[src/rtl/fcq_pkg.sv]
package fcq_pkg;

  localparam int unsigned OP_W  = 3;
  localparam int unsigned SUB_W = 3;

  typedef enum logic [OP_W-1:0] {
    OP_STATE_RESET = 3'd0,
    OP_REDIRECT    = 3'd1,
    OP_PRED_OK     = 3'd2,
    OP_IC_FENCE    = 3'd3,
    OP_TLB_FILL    = 3'd4,
    OP_TLB_FENCE   = 3'd5
  } cmd_op_e;

  typedef enum logic [SUB_W-1:0] {
    SUB_MISPREDICT = 3'd0,
    SUB_TRAP       = 3'd1,
    SUB_INTERRUPT  = 3'd2,
    SUB_TRAP_RET   = 3'd3,
    SUB_CTX_SWITCH = 3'd4
  } redir_sub_e;

endpackage

[src/rtl/fcq_decode.sv]
module fcq_decode
  import fcq_pkg::*;
(
  input  logic [OP_W-1:0] opcode_i,
  output logic            is_pred_ok_o,
  output logic            is_flush_o,
  output logic            is_reset_o
);

  always_comb begin
    is_pred_ok_o = 1'b0;
    is_flush_o   = 1'b0;
    is_reset_o   = 1'b0;
    case (cmd_op_e'(opcode_i))
      OP_STATE_RESET: begin
        is_flush_o = 1'b1;
        is_reset_o = 1'b1;
      end
      OP_REDIRECT:    is_flush_o   = 1'b1;
      OP_PRED_OK:     is_pred_ok_o = 1'b1;
      default:        ;
    endcase
  end

endmodule

[src/rtl/fcq_store.sv]
module fcq_store #(
  parameter int unsigned DEPTH = 4,
  parameter int unsigned W     = 8
) (
  input  logic         clk_i,
  input  logic         rst_ni,
  input  logic         push_i,
  input  logic [W-1:0] data_i,
  input  logic         pop_i,
  output logic [W-1:0] head_o,
  output logic         empty_o,
  output logic         full_o
);

  localparam int unsigned AW    = (DEPTH > 1) ? $clog2(DEPTH) : 1;
  localparam int unsigned CNT_W = $clog2(DEPTH + 1);
  localparam logic [AW-1:0]    LAST_PTR = AW'(DEPTH - 1);
  localparam logic [CNT_W-1:0] FULL_CNT = CNT_W'(DEPTH);

  logic [W-1:0]     mem_q [DEPTH];
  logic [AW-1:0]    wr_ptr_q, wr_ptr_d;
  logic [AW-1:0]    rd_ptr_q, rd_ptr_d;
  logic [CNT_W-1:0] cnt_q, cnt_d;
  logic             ptr_en;

  always_comb begin
    wr_ptr_d = wr_ptr_q;
    rd_ptr_d = rd_ptr_q;
    cnt_d    = cnt_q;
    if (push_i) begin
      wr_ptr_d = (wr_ptr_q == LAST_PTR) ? '0 : wr_ptr_q + 1'b1;
    end
    if (pop_i) begin
      rd_ptr_d = (rd_ptr_q == LAST_PTR) ? '0 : rd_ptr_q + 1'b1;
    end
    case ({push_i, pop_i})
      2'b10:   cnt_d = cnt_q + 1'b1;
      2'b01:   cnt_d = cnt_q - 1'b1;
      default: cnt_d = cnt_q;
    endcase
  end

  assign ptr_en = push_i | pop_i;

  always_ff @(posedge clk_i or negedge rst_ni) begin
    if (!rst_ni) begin
      wr_ptr_q <= '0;
      rd_ptr_q <= '0;
      cnt_q    <= '0;
    end else if (ptr_en) begin
      wr_ptr_q <= wr_ptr_d;
      rd_ptr_q <= rd_ptr_d;
      cnt_q    <= cnt_d;
    end
  end

  always_ff @(posedge clk_i) begin
    if (push_i) begin
      mem_q[wr_ptr_q] <= data_i;
    end
  end

  assign head_o  = mem_q[rd_ptr_q];
  assign empty_o = (cnt_q == '0);
  assign full_o  = (cnt_q == FULL_CNT);

endmodule

[src/rtl/fcq_tracker.sv]
module fcq_tracker (
  input  logic clk_i,
  input  logic rst_ni,
  input  logic start_i,
  input  logic start_reset_i,
  input  logic done_i,
  input  logic store_empty_i,
  input  logic push_i,
  input  logic flush_req_i,
  output logic busy_o,
  output logic fence_o,
  output logic flush_o
);

  logic busy_q, busy_d;
  logic busy_rst_q, busy_rst_d;
  logic init_q, init_d;
  logic fence_q, fence_d;
  logic flush_q, flush_d;
  logic busy_en;
  logic finish;

  assign finish  = done_i & busy_q;
  assign busy_en = start_i | finish;

  always_comb begin
    busy_d     = busy_q;
    busy_rst_d = busy_rst_q;
    init_d     = init_q;
    if (finish) begin
      busy_d     = 1'b0;
      busy_rst_d = 1'b0;
      if (busy_rst_q) begin
        init_d = 1'b1;
      end
    end
    if (start_i) begin
      busy_d     = 1'b1;
      busy_rst_d = start_reset_i;
    end
    fence_d = init_q & store_empty_i & ~busy_q & ~push_i;
    flush_d = flush_req_i;
  end

  always_ff @(posedge clk_i or negedge rst_ni) begin
    if (!rst_ni) begin
      busy_q     <= 1'b0;
      busy_rst_q <= 1'b0;
    end else if (busy_en) begin
      busy_q     <= busy_d;
      busy_rst_q <= busy_rst_d;
    end
  end

  always_ff @(posedge clk_i or negedge rst_ni) begin
    if (!rst_ni) begin
      init_q <= 1'b0;
    end else if (finish) begin
      init_q <= init_d;
    end
  end

  always_ff @(posedge clk_i or negedge rst_ni) begin
    if (!rst_ni) begin
      fence_q <= 1'b0;
      flush_q <= 1'b0;
    end else begin
      fence_q <= fence_d;
      flush_q <= flush_d;
    end
  end

  assign busy_o  = busy_q;
  assign fence_o = fence_q;
  assign flush_o = flush_q;

endmodule

[src/rtl/fetch_cmd_queue.sv]
module fetch_cmd_queue
  import fcq_pkg::*;
#(
  parameter int unsigned DEPTH = 4,
  parameter int unsigned PC_W  = 39,
  parameter int unsigned PAY_W = 16
) (
  input  logic             clk_i,
  input  logic             rst_ni,
  input  logic             enq_valid_i,
  output logic             enq_ready_o,
  input  logic [OP_W-1:0]  enq_opcode_i,
  input  logic [SUB_W-1:0] enq_subop_i,
  input  logic [PC_W-1:0]  enq_pc_i,
  input  logic [PAY_W-1:0] enq_payload_i,
  output logic             deq_valid_o,
  input  logic             deq_ready_i,
  output logic [OP_W-1:0]  deq_opcode_o,
  output logic [SUB_W-1:0] deq_subop_o,
  output logic [PC_W-1:0]  deq_pc_o,
  output logic [PAY_W-1:0] deq_payload_o,
  input  logic             done_i,
  output logic             fq_flush_o,
  output logic             fence_o
);

  localparam int unsigned ENTRY_W = OP_W + SUB_W + PC_W + PAY_W;

  logic [ENTRY_W-1:0] enq_entry, head_entry, deq_entry;
  logic store_empty, store_full;
  logic push, pop, bypass, deq_fire;
  logic busy;
  logic enq_pred_ok, enq_flush_unused, enq_reset_unused;
  logic deq_pred_ok, deq_flush, deq_reset;
  logic head_pred_ok, head_flush_unused, head_reset_unused;

  assign enq_entry = {enq_opcode_i, enq_subop_i, enq_pc_i, enq_payload_i};

  fcq_decode u_dec_enq (
    .opcode_i     (enq_opcode_i),
    .is_pred_ok_o (enq_pred_ok),
    .is_flush_o   (enq_flush_unused),
    .is_reset_o   (enq_reset_unused)
  );

  fcq_decode u_dec_head (
    .opcode_i     (head_entry[ENTRY_W-1 -: OP_W]),
    .is_pred_ok_o (head_pred_ok),
    .is_flush_o   (head_flush_unused),
    .is_reset_o   (head_reset_unused)
  );

  fcq_decode u_dec_deq (
    .opcode_i     (deq_entry[ENTRY_W-1 -: OP_W]),
    .is_pred_ok_o (deq_pred_ok),
    .is_flush_o   (deq_flush),
    .is_reset_o   (deq_reset)
  );

  assign bypass      = store_empty & enq_valid_i & enq_pred_ok;
  assign deq_entry   = bypass ? enq_entry : head_entry;
  assign deq_valid_o = bypass | (~store_empty & (head_pred_ok | ~busy));
  assign deq_fire    = deq_valid_o & deq_ready_i;
  assign enq_ready_o = ~store_full;
  assign push        = enq_valid_i & ~store_full & ~(bypass & deq_ready_i);
  assign pop         = deq_fire & ~bypass;

  fcq_store #(
    .DEPTH (DEPTH),
    .W     (ENTRY_W)
  ) u_store (
    .clk_i   (clk_i),
    .rst_ni  (rst_ni),
    .push_i  (push),
    .data_i  (enq_entry),
    .pop_i   (pop),
    .head_o  (head_entry),
    .empty_o (store_empty),
    .full_o  (store_full)
  );

  fcq_tracker u_track (
    .clk_i         (clk_i),
    .rst_ni        (rst_ni),
    .start_i       (deq_fire & ~deq_pred_ok),
    .start_reset_i (deq_reset),
    .done_i        (done_i),
    .store_empty_i (store_empty),
    .push_i        (push),
    .flush_req_i   (deq_fire & deq_flush),
    .busy_o        (busy),
    .fence_o       (fence_o),
    .flush_o       (fq_flush_o)
  );

  assign deq_opcode_o  = deq_entry[ENTRY_W-1 -: OP_W];
  assign deq_subop_o   = deq_entry[PC_W+PAY_W +: SUB_W];
  assign deq_pc_o      = deq_entry[PAY_W +: PC_W];
  assign deq_payload_o = deq_entry[PAY_W-1:0];

endmodule

[config.mk]
export PLATFORM = sky130hd
export DESIGN_NAME = fetch_cmd_queue
export DESIGN_NICKNAME = d
export VERILOG_FILES = /design/src/rtl/fcq_pkg.sv /design/src/rtl/fcq_decode.sv /design/src/rtl/fcq_store.sv /design/src/rtl/fcq_tracker.sv /design/src/rtl/fetch_cmd_queue.sv
export SDC_FILE = /design/constraint.sdc
export NUM_CORES = 1
export LEC_CHECK = 0
export CORE_ASPECT_RATIO = 1.5
export CORE_UTILIZATION = 45
export CTS_CLUSTER_SIZE = 20
export DETAILED_ROUTE_END_ITERATION = 8
export PLACE_DENSITY_LB_ADDON = 0.3
export REMOVE_ABC_BUFFERS = 1
export SLEW_MARGIN = 20
export SYNTH_ARGS = -nofsm -noshare
export SYNTH_HDL_FRONTEND = slang
export SYNTH_SLANG_ARGS = --single-unit
[constraint.sdc]
create_clock -name clk_i -period 7.4 [get_ports clk_i]
set_clock_uncertainty 0.05 [all_clocks]
set_input_delay 1.48 -clock clk_i [delete_from_list [all_inputs] [get_ports clk_i]]
set_output_delay 1.48 -clock clk_i [all_outputs]
set_load 0.005 [all_outputs]
==> PnR_summary.wiki <==
{| class="wikitable"
! Metric !! Value
|-
| Post-synthesis instance area || 0.01018 sq mm
|-
| Maximum root-to-sink buffer count || 3
|-
| Yosys synthesis warning count || 0
|-
| Critical path required time || 5.87 ns
|-
| Full die area || 0.02325 sq mm
|-
| Detailed-route DRC error count || 10
|-
| Antenna Diode Count || 0
|-
| Flop2flop setup slack || 3.90 ns
|-
| Sequential share of power || 42.9%
|-
| Highest fanout seen on the critical path || 35
|-
| Peak Freq || 162.9 MHz
|-
| Most common library cell in the layout ignoring fill and taps || sky130_fd_sc_hd__edfxtp_1
|-
| CP Depth || 6
|-
| Via count || 4,908
|-
| Average cell area after synthesis || 22.38 sq um
|-
| Post-CTS setup buffers || 0
|-
| Number of hold-repair buffers added at the cts stage || 0
|-
| Vias in the first global route || 5,343
|-
| Number of buffers created by CTS || 23
|-
| Pre-CTS setup slack || 1.240 ns
|-
| Total iterations of the first detailed-routing run || 7
|-
| Final setup violation count || 0
|-
| Synthesized-area fraction occupied by adder cells || 1.057%
|-
| Outcome || finished, violations left
|-
| Main combinational cell family by area after synthesis || multiplexers
|-
| Die width || 124.8 um
|-
| Final worst-path setup slack || 1.261 ns
|-
| Startpoint of the worst-slack reg-to-reg timing path || u_store.rd_ptr_q[0]
|-
| Worst voltage drop across the vdd grid || 0.0002576 V
|-
| Total number of H-tree levels || 1
|-
| Launch instance of the worst min-delay path || u_track.init_q
|-
| Class of the tightest hold or removal check || reg -> reg
|-
| Data arrival time at the worst-slack endpoint || 4.61 ns
|-
| Synthesized-area fraction occupied by ao, oa, aoi and oai cells || 0.7003%
|-
| Part of the total power dissipated in combinational logic || 34.8%
|-
| Delay of the slowest cell on the worst path || 0.72 ns
|-
| Final #Nets || 670
|-
| Library cells used by synthesis || 34
|-
| Depth of the worst register-to-register path || 9
|-
| Number of instances in the placed design || 847
|-
| RSZ-0062 raised after global routing || false
|-
| Endpoints failing hold || 0
|-
| Proportion of synthesized chip area in sequential cells || 74.90%
|-
| CTS tree || done
|-
| Area added between synthesis and finish || 22.56%
|-
| End point of the worst hold path || u_track.init_q
|-
| Grt ovf || 0
|-
| Clock period minus worst slack || 6.139 ns
|-
| Initial Utilization || 45.67%
|-
| First-pass GRT wire length || 29,800 um
|-
| Share of post-route cells with drive strength above 1 || 27.50%
|-
| Post-CTS sizing || 0
|-
| Top cells by area in the synthesized netlist || sky130_fd_sc_hd__edfxtp_1, sky130_fd_sc_hd__mux4_2, sky130_fd_sc_hd__mux2_2, sky130_fd_sc_hd__dfrtp_1, sky130_fd_sc_hd__ha_1
|-
| Clock Pin Slew Worst Setup and Hold Paths || 0.06 ns
|-
| Leakage power || 4.088 nW
|-
| Commonest non-fill, non-tap cells in the layout || sky130_fd_sc_hd__edfxtp_1, sky130_fd_sc_hd__clkdlybuf4s50_1, sky130_fd_sc_hd__mux4_2
|-
| Number of buffer and inverter stages on the critical path || 3
|-
| Clock latency at the later pin of the worst-skew pair || 0.50 ns
|-
| Post-synth top area cell || sky130_fd_sc_hd__edfxtp_1
|-
| Total wirelength of the detailed-routed design || 19,240 um
|-
| Area share of and/or/nand/nor cells after synthesis || 1.462%
|-
| Number of instances on the worst hold path || 1
|-
| Met1 layer wirelength in the final routing || 7503 um
|-
| Post-Synthesis Cells || 455
|-
| Synth Area in XOR/XNOR || 0.2580%
|-
| Remaining number of nets flagged by the antenna check after routing || 0
|-
| CP endpoint kind || output pin
|-
| Switching pwr || 1.286 mW
|-
| Clk sink count || 256
|-
| Number of antenna violations at the first check in global routing || 0
|-
| Highest Signal Layer || met4
|-
| Power Total || 4.800 mW
|-
| Clock Tree Root || sky130_fd_sc_hd__clkbuf_16
|-
| Routed wl met3 || 774 um
|-
| Internal power || 3.514 mW
|-
| Share of async-settable or async-resettable flops after synthesis || 4.688%
|-
| Share of the clock period used by the worst path || 82.96%
|-
| Violations in the final reports || design-rule violations
|-
| Worst reg2reg path endpoint || u_store.cnt_q[2]
|-
| Worst path cell trace || clkdlybuf4s50_1 -> nor4bb_1 -> nand2_2 -> buf_4 -> mux2_2 -> clkdlybuf4s50_1
|-
| Routed vias/inst || 5.533
|-
| Total of max-cap violations || 0
|-
| Worst path slowest cell || sky130_fd_sc_hd__nand2_2
|-
| Util after Layout || 55.97%
|-
| Pins over their slew limit || 0
|-
| Largest net degree at the start of global routing || 61
|-
| Flip-flop and latch count after synthesis || 256
|-
| Most frequent cell on the critical path || sky130_fd_sc_hd__clkdlybuf4s50_1
|-
| Detailed Route Iter0 Violations || 281
|-
| I/O pin total || 131
|-
| Avg WL per Cell || 21.69 um
|-
| Final weighted congestion in routability-driven placement || 0.7384
|-
| IO buf count || 130
|-
| Worst-margin pin slew || 1.019 ns
|-
| Top delay family on crit path || buffers and inverters
|-
| Power per standard cell area || 384.6 mW/mm^2
|-
| Met2 layer wire length in the routed design || 10,680 um
|-
| Height of the die || 186.2 um
|-
| Slew Limit Headroom || 31.82%
|-
| CP startpoint kind || input port
|-
| Switch share || 26.79%
|-
| Clock share of power || 22.4%
|-
| Count of non-filler cells in the finished layout || 887
|-
| Multiplexer fraction of the synthesized cell area || 20.35%
|-
| Rows || 67
|-
| Share of the synthesized area in the top cell type || 71.95%
|-
| Half-perimeter wire length after detailed placement || 11,780 um
|-
| Most common flop cell mapped by yosys || sky130_fd_sc_hd__edfxtp_1
|-
| Total GRT Usage || 16.92%
|-
| Number of synthesized flops with an enable pin || 244
|-
| Type of the worst setup path || in -> out
|-
| Aggregate negative setup slack || 0 ns
|-
| Core Box Area || 0.02230 sq mm
|}
[cell usage after synthesis (4+ instances only)]
| cell | count |
|---|---|
| sky130_fd_sc_hd__dfrtp_1 | 12 |
| sky130_fd_sc_hd__and2_1 | 6 |
| sky130_fd_sc_hd__mux4_2 | 61 |
| sky130_fd_sc_hd__buf_2 | 5 |
| sky130_fd_sc_hd__inv_1 | 10 |
| sky130_fd_sc_hd__ha_1 | 7 |
| sky130_fd_sc_hd__nor2_1 | 6 |
| sky130_fd_sc_hd__clkbuf_1 | 14 |
| sky130_fd_sc_hd__mux2_2 | 60 |
| sky130_fd_sc_hd__nand2_1 | 4 |
| sky130_fd_sc_hd__edfxtp_1 | 244 |
[worst max path at each step]
stage	startpoint	endpoint
3_5_place_dp	enq_opcode_i[1]	deq_payload_o[4]
3_3_place_gp	enq_opcode_i[1]	deq_pc_o[3]
5_1_grt	enq_opcode_i[1]	deq_payload_o[14]
4_1_cts	enq_opcode_i[1]	deq_payload_o[4]
6_report	enq_opcode_i[1]	deq_payload_o[4]
2_1_floorplan	u_store.rd_ptr_q[0]	deq_valid_o
[per-layer routing]
| metal | GRT usage, % | up-vias |
|---|---|---|
| li1 | - | 2164 |
| met1 | 19.66 | 2600 |
| met2 | 32.88 | 122 |
| met3 | 2.489 | 22 |
| met4 | 4.146 | 0 |
| met5 | 0 | - |
[registers in the layout, indices dropped and copies added, names as in the netlist]
name	count
u_store.mem_q	244
u_store.cnt_q	3
u_store.rd_ptr_q	2
u_store.wr_ptr_q	2
u_track.busy_o	1
u_track.busy_rst_q	1
u_track.fence_o	1
u_track.flush_o	1
u_track.init_q	1
[area by class of cell]
class / instances / area, sq um
tap: 276 / 345.3
fill: 1706 / 9818
clock buffer: 28 / 594.3
multi-input combinational: 168 / 2434
timing repair buffer: 137 / 1354
sequential: 256 / 7632
clock inverter: 12 / 83.83
inverter: 10 / 37.54
[through the flow]
stage | cell area (sq um) | hold WS (ns)
2_1_floorplan | 10090 | 0.3832
3_3_place_gp | 11800 | 0.3904
4_1_cts | 12480 | 0.4231
5_1_grt | 12480 | 0.4443
3_5_place_dp | 11800 | 0.4096
6_report | 12480 | 0.4201
[power groups by stage]
stage	sequential [mW]	clock, mW	combinational [mW]
6_report	2.06	1.07	1.67
5_1_grt	2.09	1.16	1.80
4_1_cts	2.07	1.10	1.71
3_5_place_dp	2.10	0	1.70
3_3_place_gp	2.07	0	1.68
2_1_floorplan	2.13	0	0.883
[kinds of logic (layout without fill, tap and decap cells)]
family,Yosys count,in the layout
simple gates,26,26
flops,256,256
mux,123,123
buf+inv,31,187
fa+ha+maj,8,8
compound gates,8,8
xor+xnor,3,3
[worst register-to-register path, cell delays in order (launching register included)]
cell and delay, ns:
sky130_fd_sc_hd__dfrtp_4 0.87, sky130_fd_sc_hd__mux4_2 0.69, sky130_fd_sc_hd__or3b_4 0.46, sky130_fd_sc_hd__a21oi_4 0.22, sky130_fd_sc_hd__ha_1 0.23, sky130_fd_sc_hd__inv_1 0.07, sky130_fd_sc_hd__fa_1 0.38, sky130_fd_sc_hd__xor2_1 0.18
sky130_fd_sc_hd__nor2_1 0.11, sky130_fd_sc_hd__xor2_1 0.17
Note: power is estimated with default switching activity, not from simulation.
